<file path="config.mk">
export PLATFORM = sky130hd
export DESIGN_NAME = rename_map_table
export DESIGN_NICKNAME = d
export VERILOG_FILES = /design/src/rtl/rename_map_table.sv
export SDC_FILE = /design/constraint.sdc
export NUM_CORES = 1
export LEC_CHECK = 0
export CAP_MARGIN = 25
export CORE_MARGIN = 4
export CORE_UTILIZATION = 30
export DETAILED_ROUTE_END_ITERATION = 7
export SYNTH_ARGS = -nofsm -noshare
export SYNTH_HDL_FRONTEND = slang
export SYNTH_SLANG_ARGS = --single-unit
</file>
<file path="constraint.sdc">
create_clock -name clk -period 6.21 [get_ports clk]
set_input_delay 0.9315 -clock clk [delete_from_list [all_inputs] [get_ports clk]]
set_output_delay 0.9315 -clock clk [all_outputs]
set_load 0.02 [all_outputs]
</file>
<file path="src/rtl/rename_map_table.sv">
module rename_map_table #(
  parameter int NUM_LREG = 32,
  parameter int TAG_W = 8,
  localparam int IDX_W = $clog2(NUM_LREG)
) (
  input  logic             clk,
  input  logic             rst_n,
  input  logic             ren_valid,
  input  logic [TAG_W-1:0] ren_tag,
  input  logic             ren_s0_vld,
  input  logic [IDX_W-1:0] ren_s0_idx,
  input  logic             ren_s1_vld,
  input  logic [IDX_W-1:0] ren_s1_idx,
  input  logic             ren_dst_vld,
  input  logic [IDX_W-1:0] ren_dst_idx,
  input  logic             wb_valid,
  input  logic [TAG_W-1:0] wb_tag,
  input  logic             cm_valid,
  input  logic [IDX_W-1:0] cm_idx,
  input  logic [TAG_W-1:0] cm_tag,
  input  logic             sq_valid,
  output logic             res_valid,
  output logic [TAG_W-1:0] res_s0_tag,
  output logic             res_s0_rdy,
  output logic [TAG_W-1:0] res_s1_tag,
  output logic             res_s1_rdy,
  output logic [TAG_W-1:0] res_prev_tag
);

  logic [TAG_W-1:0]    map_tag [NUM_LREG];
  logic [NUM_LREG-1:0] map_rdy;
  logic [TAG_W-1:0]    arch_tag [NUM_LREG];

  logic [TAG_W-1:0] s0_map, s1_map, dst_map;
  logic             s0_hot, s1_hot;
  logic             do_ren, do_ins;

  assign s0_map  = map_tag[ren_s0_idx];
  assign s1_map  = map_tag[ren_s1_idx];
  assign dst_map = map_tag[ren_dst_idx];
  assign s0_hot  = map_rdy[ren_s0_idx] || (wb_valid && wb_tag == s0_map);
  assign s1_hot  = map_rdy[ren_s1_idx] || (wb_valid && wb_tag == s1_map);
  assign do_ren  = ren_valid && !sq_valid;
  assign do_ins  = do_ren && ren_dst_vld;

  always_ff @(posedge clk or negedge rst_n) begin
    if (!rst_n) begin
      for (int i = 0; i < NUM_LREG; i++) begin
        map_tag[i]  <= '0;
        map_rdy[i]  <= 1'b1;
        arch_tag[i] <= '0;
      end
    end else begin
      for (int i = 0; i < NUM_LREG; i++) begin
        if (cm_valid && cm_idx == IDX_W'(i))
          arch_tag[i] <= cm_tag;
        if (sq_valid) begin
          map_tag[i] <= (cm_valid && cm_idx == IDX_W'(i)) ? cm_tag : arch_tag[i];
          map_rdy[i] <= 1'b1;
        end else if (do_ins && ren_dst_idx == IDX_W'(i)) begin
          map_tag[i] <= ren_tag;
          map_rdy[i] <= wb_valid && wb_tag == ren_tag;
        end else if (wb_valid && wb_tag == map_tag[i]) begin
          map_rdy[i] <= 1'b1;
        end
      end
    end
  end

  always_ff @(posedge clk or negedge rst_n) begin
    if (!rst_n) begin
      res_valid    <= 1'b0;
      res_s0_tag   <= '0;
      res_s0_rdy   <= 1'b0;
      res_s1_tag   <= '0;
      res_s1_rdy   <= 1'b0;
      res_prev_tag <= '0;
    end else begin
      res_valid    <= do_ren;
      res_s0_tag   <= ren_s0_vld ? s0_map : '0;
      res_s0_rdy   <= !ren_s0_vld || s0_hot;
      res_s1_tag   <= ren_s1_vld ? s1_map : '0;
      res_s1_rdy   <= !ren_s1_vld || s1_hot;
      res_prev_tag <= ren_dst_vld ? dst_map : '0;
    end
  end

endmodule

</file>
# Yosys cells after proc, flatten, opt, wreduce, memory -nomap -nowiden
# Index checks and enable logic that the tools add are counted.
# word_totals
output_inout_bits	27
wordCells	589
in_bits	53
regBits	571
# op_classes
n_eq_ne	97
n_mux	208
n_reduce_logical	174
bitwise_logic	3
magnitude_cmp	5
# ops
cell	count
2-to-1 mux 8 bit	105
equality test 8 bit	35
equality test 5 bit (second input constant)	32
binary-select mux 8 bit (select 5 bit)	3
logical AND 1 bit	101
2-to-1 mux 1 bit	98
nonzero test 3 bit	32
equality test 5 x 4 -> 1 bit (second input constant)	16
nonzero test 2 bit	32
equality test 5 x 3 -> 1 bit (second input constant)	8
equality test 5 x 2 -> 1 bit (second input constant)	4
>= comparator 6 bit (second input constant)	3
inverter 5 -> 6 bit	3
< comparator 5 x 6 -> 1 bit (second input constant)	2
binary-select mux 1 bit (select 5 bit)	2
equality test 5 x 1 -> 1 bit (second input constant)	2
zero test 5 bit	2
logical OR 1 bit	4
zero test 1 bit	3

# Depth between registers and ports, before layout
# depth
word_depth	8
ltp_mapped	12
ltp_nobuf	7

# Worst setup path before layout
# OpenSTA, ideal clock, no wires.
# synth_path
path_type	input port to flip-flop
start	input port ren_dst_idx[0]
end	register res_prev_tag[0]
setup_time_ps	120
path_stages	6
arrival_time_ps	2911
path_buffers	2
setup_slack_ps	3179
required_ps	6090
cell_sequence	clkbuf_1 -> buf_1 -> mux4_2 -> mux4_2 -> mux2i_1 -> nor2b_1
# synth_via
elab_chain_cells	5
# synth_rtl
element	line	rtl
from (decl)	15	input logic [IDX_W-1:0] ren_dst_idx,
inverter 5 -> 6 bit (implied by the code)	40	assign dst_map = map_tag[ren_dst_idx];
binary-select mux 8 bit (select 5 bit)	40	
2-to-1 mux 8 bit (implied by the code) (2 in a row)	40	
2-to-1 mux 8 bit	84	res_prev_tag <= ren_dst_vld ? dst_map : '0;
to (signal assigned)	84	
to (decl)	27	output logic [TAG_W-1:0] res_prev_tag
# Every way passes these cells. The select of a mux whose other input is x is not followed.
# A chain may end at the register's enable or synchronous reset.

# Final worst setup path
# layout_path
start	input port ren_s0_idx[2]
end	register res_s0_rdy
# layout_via
elab_chain_cells	8
elab_cells_between_ends	10
cone_classes	eq/ne (1); mux (5); bitwise (1); reduce/logical (3)
# layout_rtl
element	line	rtl
from (decl)	11	input logic [IDX_W-1:0] ren_s0_idx,
inverter 5 -> 6 bit (implied by the code)	38	assign s0_map = map_tag[ren_s0_idx];
binary-select mux 8 bit (select 5 bit)	38	
2-to-1 mux 8 bit (implied by the code) (2 in a row)	38	
equality test 8 bit	41	assign s0_hot = map_rdy[ren_s0_idx] || (wb_valid && wb_tag == s0_map);
logical AND 1 bit	41	
logical OR 1 bit *	41	
logical OR 1 bit *	81	res_s0_rdy <= !ren_s0_vld || s0_hot;
to (signal assigned)	81	
to (decl)	24	output logic res_s0_rdy,
# Mark *: on every way between the ends. The rest lies on a longest branch, timed or not. The select of a mux whose other input is x is not followed.

==> results.txt <==
----------------------------------------------------
[Cells and area]
  Commonest non-fill, non-tap cell in the layout ... sky130_fd_sc_hd__dfrtp_1
  Post-route non-filler standard cell count ... approximately 4400
  Commonest non-fill, non-tap cells in the layout ... sky130_fd_sc_hd__dfrtp_1 (539), sky130_fd_sc_hd__nand2_1 (472), sky130_fd_sc_hd__mux2_2 (265), sky130_fd_sc_hd__a22oi_1 (203), sky130_fd_sc_hd__mux4_2 (193)
  Area of all placed cells without fillers ... 0.0373 sq mm
  Fraction of layout cells with a size suffix above 1 ... 25.1%
  Number of inserted filler cells in the final layout ... 10907
  Number of nets in the layout ... around 2900
  Post-route core utilization ... between 30% and 40%
  Area overhead of the layout relative to synthesis ... 12.2%

[Logic synthesis]
  Commonest register cell after synthesis ... sky130_fd_sc_hd__dfrtp_1
  Synth warnings ... 0
  Post-synthesis net count ... 2928
  Fraction of synthesis flops using an asynchronous set or reset pin ... between 90% and 100%
  Synth Cell Area ... between 0.03 and 0.04 sq mm
  Fraction of the yosys area taken by sequential cells ... 43.1%
  Synthesized area divided by synthesized cell count ... between 10 and 15 sq um
  Number of synthesized register bits ... 571
  Number of enable-type register cells in the synthesized netlist ... 0
  Post-Syn Instances ... about 2900
  Number of library cell types mapped by synthesis ... 60

[Die]
  Effective utilization at floorplan ... between 30% and 40%
  Number of standard-cell rows in the floorplan ... about 120
  Die Span X ... around 340 um
  Core footprint ... 0.109 sq mm
  Floorplan die height ... 341 um
  Number of top-level pins ... 80
  Full die area ... around 0.12 sq mm

[Clock network]
  Cell at the root of the clock tree ... sky130_fd_sc_hd__clkbuf_16
  Clock insertion delay at the later pin of the skew report ... between 0.6 and 0.7 ns
  Maximum level of the CTS H-tree ... 2
  TritonCTS clock tree ... done
  # hold bufs at CTS ... 0
  Num Clock Sinks ... 571
  Cts repair resizes ... 0
  Buffer levels on the longest clock path ... 3
  Number of buffers inserted during clock tree synthesis ... 61
  Post-CTS clock slew at the launch and capture registers of the worst setup and hold paths ... 0.06 ns
  Number of post-CTS setup repair buffers ... 0

[Timing]
  Setup-failing EPs final ... 0
  Unrepaired setup endpoints after global routing ... false
  Fin crit share ... 64.4%
  Tightest Pin Transition ... roughly 1.2 ns
  Max-slew violations ... 0
  Hold violation count in the final report ... 0
  Largest clock skew in the final design ... 0.0248 ns
  Setup total negative slack ... 0 ns
  Worst slew slack as a fraction of its limit ... about 23%
  Fin crit period ... about 4 ns
  Top achievable clock speed ... 0.250 GHz

[Placement]
  Placed cell areas ... ~0.035 sq mm
  Number of buffers added on ports ... between 70 and 80
  Cells after DPL ... ~4300
  Detailed placement HPWL ... 82900 um
  RePlAce Congestion ... between 0.9 and 1

[Global routing]
  Largest net degree at the start of global routing ... ~170
  GR Overflow Total ... 0
  All-Layer GR Usage ... approximately a fifth
  Antenna violations before repair ... 13
  Number of global-route vias before repair ... between 20000 and 25000
  Wire length of the first global-routing pass ... between 150000 and 200000 um

[Detailed routing]
  Number of DRC violations after detailed-routing iteration 0 ... roughly 3400
  Aggregate routed wire length ... between 100000 and 150000 um
  DR vias ... about 25000
  DR WL/cell ... around 28 um
  Vias per cell ... roughly 5.8
  DRC Markers ... 0
  Initial DRT Pass Iterations ... 5
  Final antenna-violating net count ... 0

[Worst setup path]
  Type of the worst setup path ... in2reg
  Critical Path Sink Type ... flip-flop
  Worst R2R Start ... map_tag[122]
  Critical path data arrival time ... ~4.6 ns
  Worst path required time ... 6.77 ns
  Startpoint class of the critical path ... input pin
  Maximum fanout count along the critical path ... 18
  Internal reg-to-reg setup slack ... 3.50 ns
  Number of cell instances on the worst register-to-register path ... 7
  R2r endpoint ... res_s0_rdy

[Power]
  Static leakage power ... 0.0155 uW
  Total power of the final layout ... about 12000 uW
  PwrDens ... around 310 mW/mm^2
  VDD IR max ... ~0.00023 V

[Min path]
  Class of the tightest hold or removal check ... in2async

[Status]
  Outcome ... finished, final reports clean

[Job]
  Number of max-cap violations ... 0

----------------------------------------------------
## through the flow
step / setup WS, ns / hold WS, ns
floorplan: 3.18 / 0.471
global placement: 1.48 / 0.477
detailed placement: 1.74 / 0.482
CTS: 2.38 / 0.390
global route: 2.19 / 0.437
finish: 2.21 / 0.359
## layout make-up
cell class              count  area (sq um)  area share, %
multi-input cells        2054         17800           47.6
flip-flops and latches    571         14300           38.5
well taps                1476          1850           4.96
clock buffers              88          1750           4.69
repair buffers            145          1210           3.26
clock inverters            25           325          0.873
inverters                   7          26.3         0.0705
diodes                      9          22.5         0.0604
## worst max path at each step
stage                         startpoint              end  cells after the start
after floorplan           ren_dst_idx[0]  res_prev_tag[0]                      6
after global placement     ren_s0_idx[2]       res_s0_rdy                      8
after detailed placement   ren_s0_idx[2]       res_s0_rdy                      9
after CTS                  ren_s0_idx[2]       res_s0_rdy                      9
after global routing       ren_s0_idx[2]       res_s0_rdy                      9
final                      ren_s0_idx[2]       res_s0_rdy                      9
## per-layer routing
metal | track usage, % | wire length (um) | vias up | share of wire [%]
met2 | 31.8 | 55600 | 1432 | 45
met3 | 4.07 | 11100 | 295 | 8.9
met5 | 0 | 72 | - | 0.058
met4 | 9.28 | 5870 | 10 | 4.7
met1 | 28.8 | 51500 | 13249 | 42
li1 | - | - | 10448 | -
## cells by family after synthesis
family          Yosys count  synth area share [%]
compound gates          387                  8.23
xor+xnor                280                  7.38
buf+inv                 250                  3.45
flops                   571                  43.1
mux                     638                  27.8
simple gates            749                  10.0
## report_power, final
group | internal [uW] | switching [uW] | total, uW
Combinational | 1290 | 1340 | 2640
Clock | 2210 | 1600 | 3810
Sequential | 4370 | 823 | 5200
## synthesized netlist by cell type (all sizes together) (25+ instances only)
cell type  instances  area, sq um
a21oi             25          125
a22oi            203         1520
mux2i            174         1740
nor4              37          244
nor2              76          300
xor2             113          990
nor2b             29          181
xnor2            167         1460
nand4             44          275
mux4             199         4500
nand2            472         1770
buf               83          521
mux2             265         2980
o21ai             76          380
dfrtp            539        13500
a311oi            32          280
clkbuf           160          601
dfstp             32          841
## registers in the layout, summed over array words and instances (netlist names)
register / count
res_valid: 1
map_tag: 256
res_s0_rdy: 1
arch_tag: 256
res_s1_tag: 8
res_prev_tag: 8
res_s1_rdy: 1
map_rdy: 32
res_s0_tag: 8
## worst max-delay path, stage by stage
cell and delay [ns]:
sky130_fd_sc_hd__clkdlybuf4s50_1 0.86, sky130_fd_sc_hd__buf_4 0.45, sky130_fd_sc_hd__nor2_1 0.50, sky130_fd_sc_hd__a221oi_1 0.30
sky130_fd_sc_hd__a221oi_1 0.47, sky130_fd_sc_hd__o32a_1 0.39, sky130_fd_sc_hd__xnor2_1 0.10, sky130_fd_sc_hd__nor4_1 0.27
sky130_fd_sc_hd__a41o_1 0.28
No activity file was read; power rests on OpenSTA's default activity.
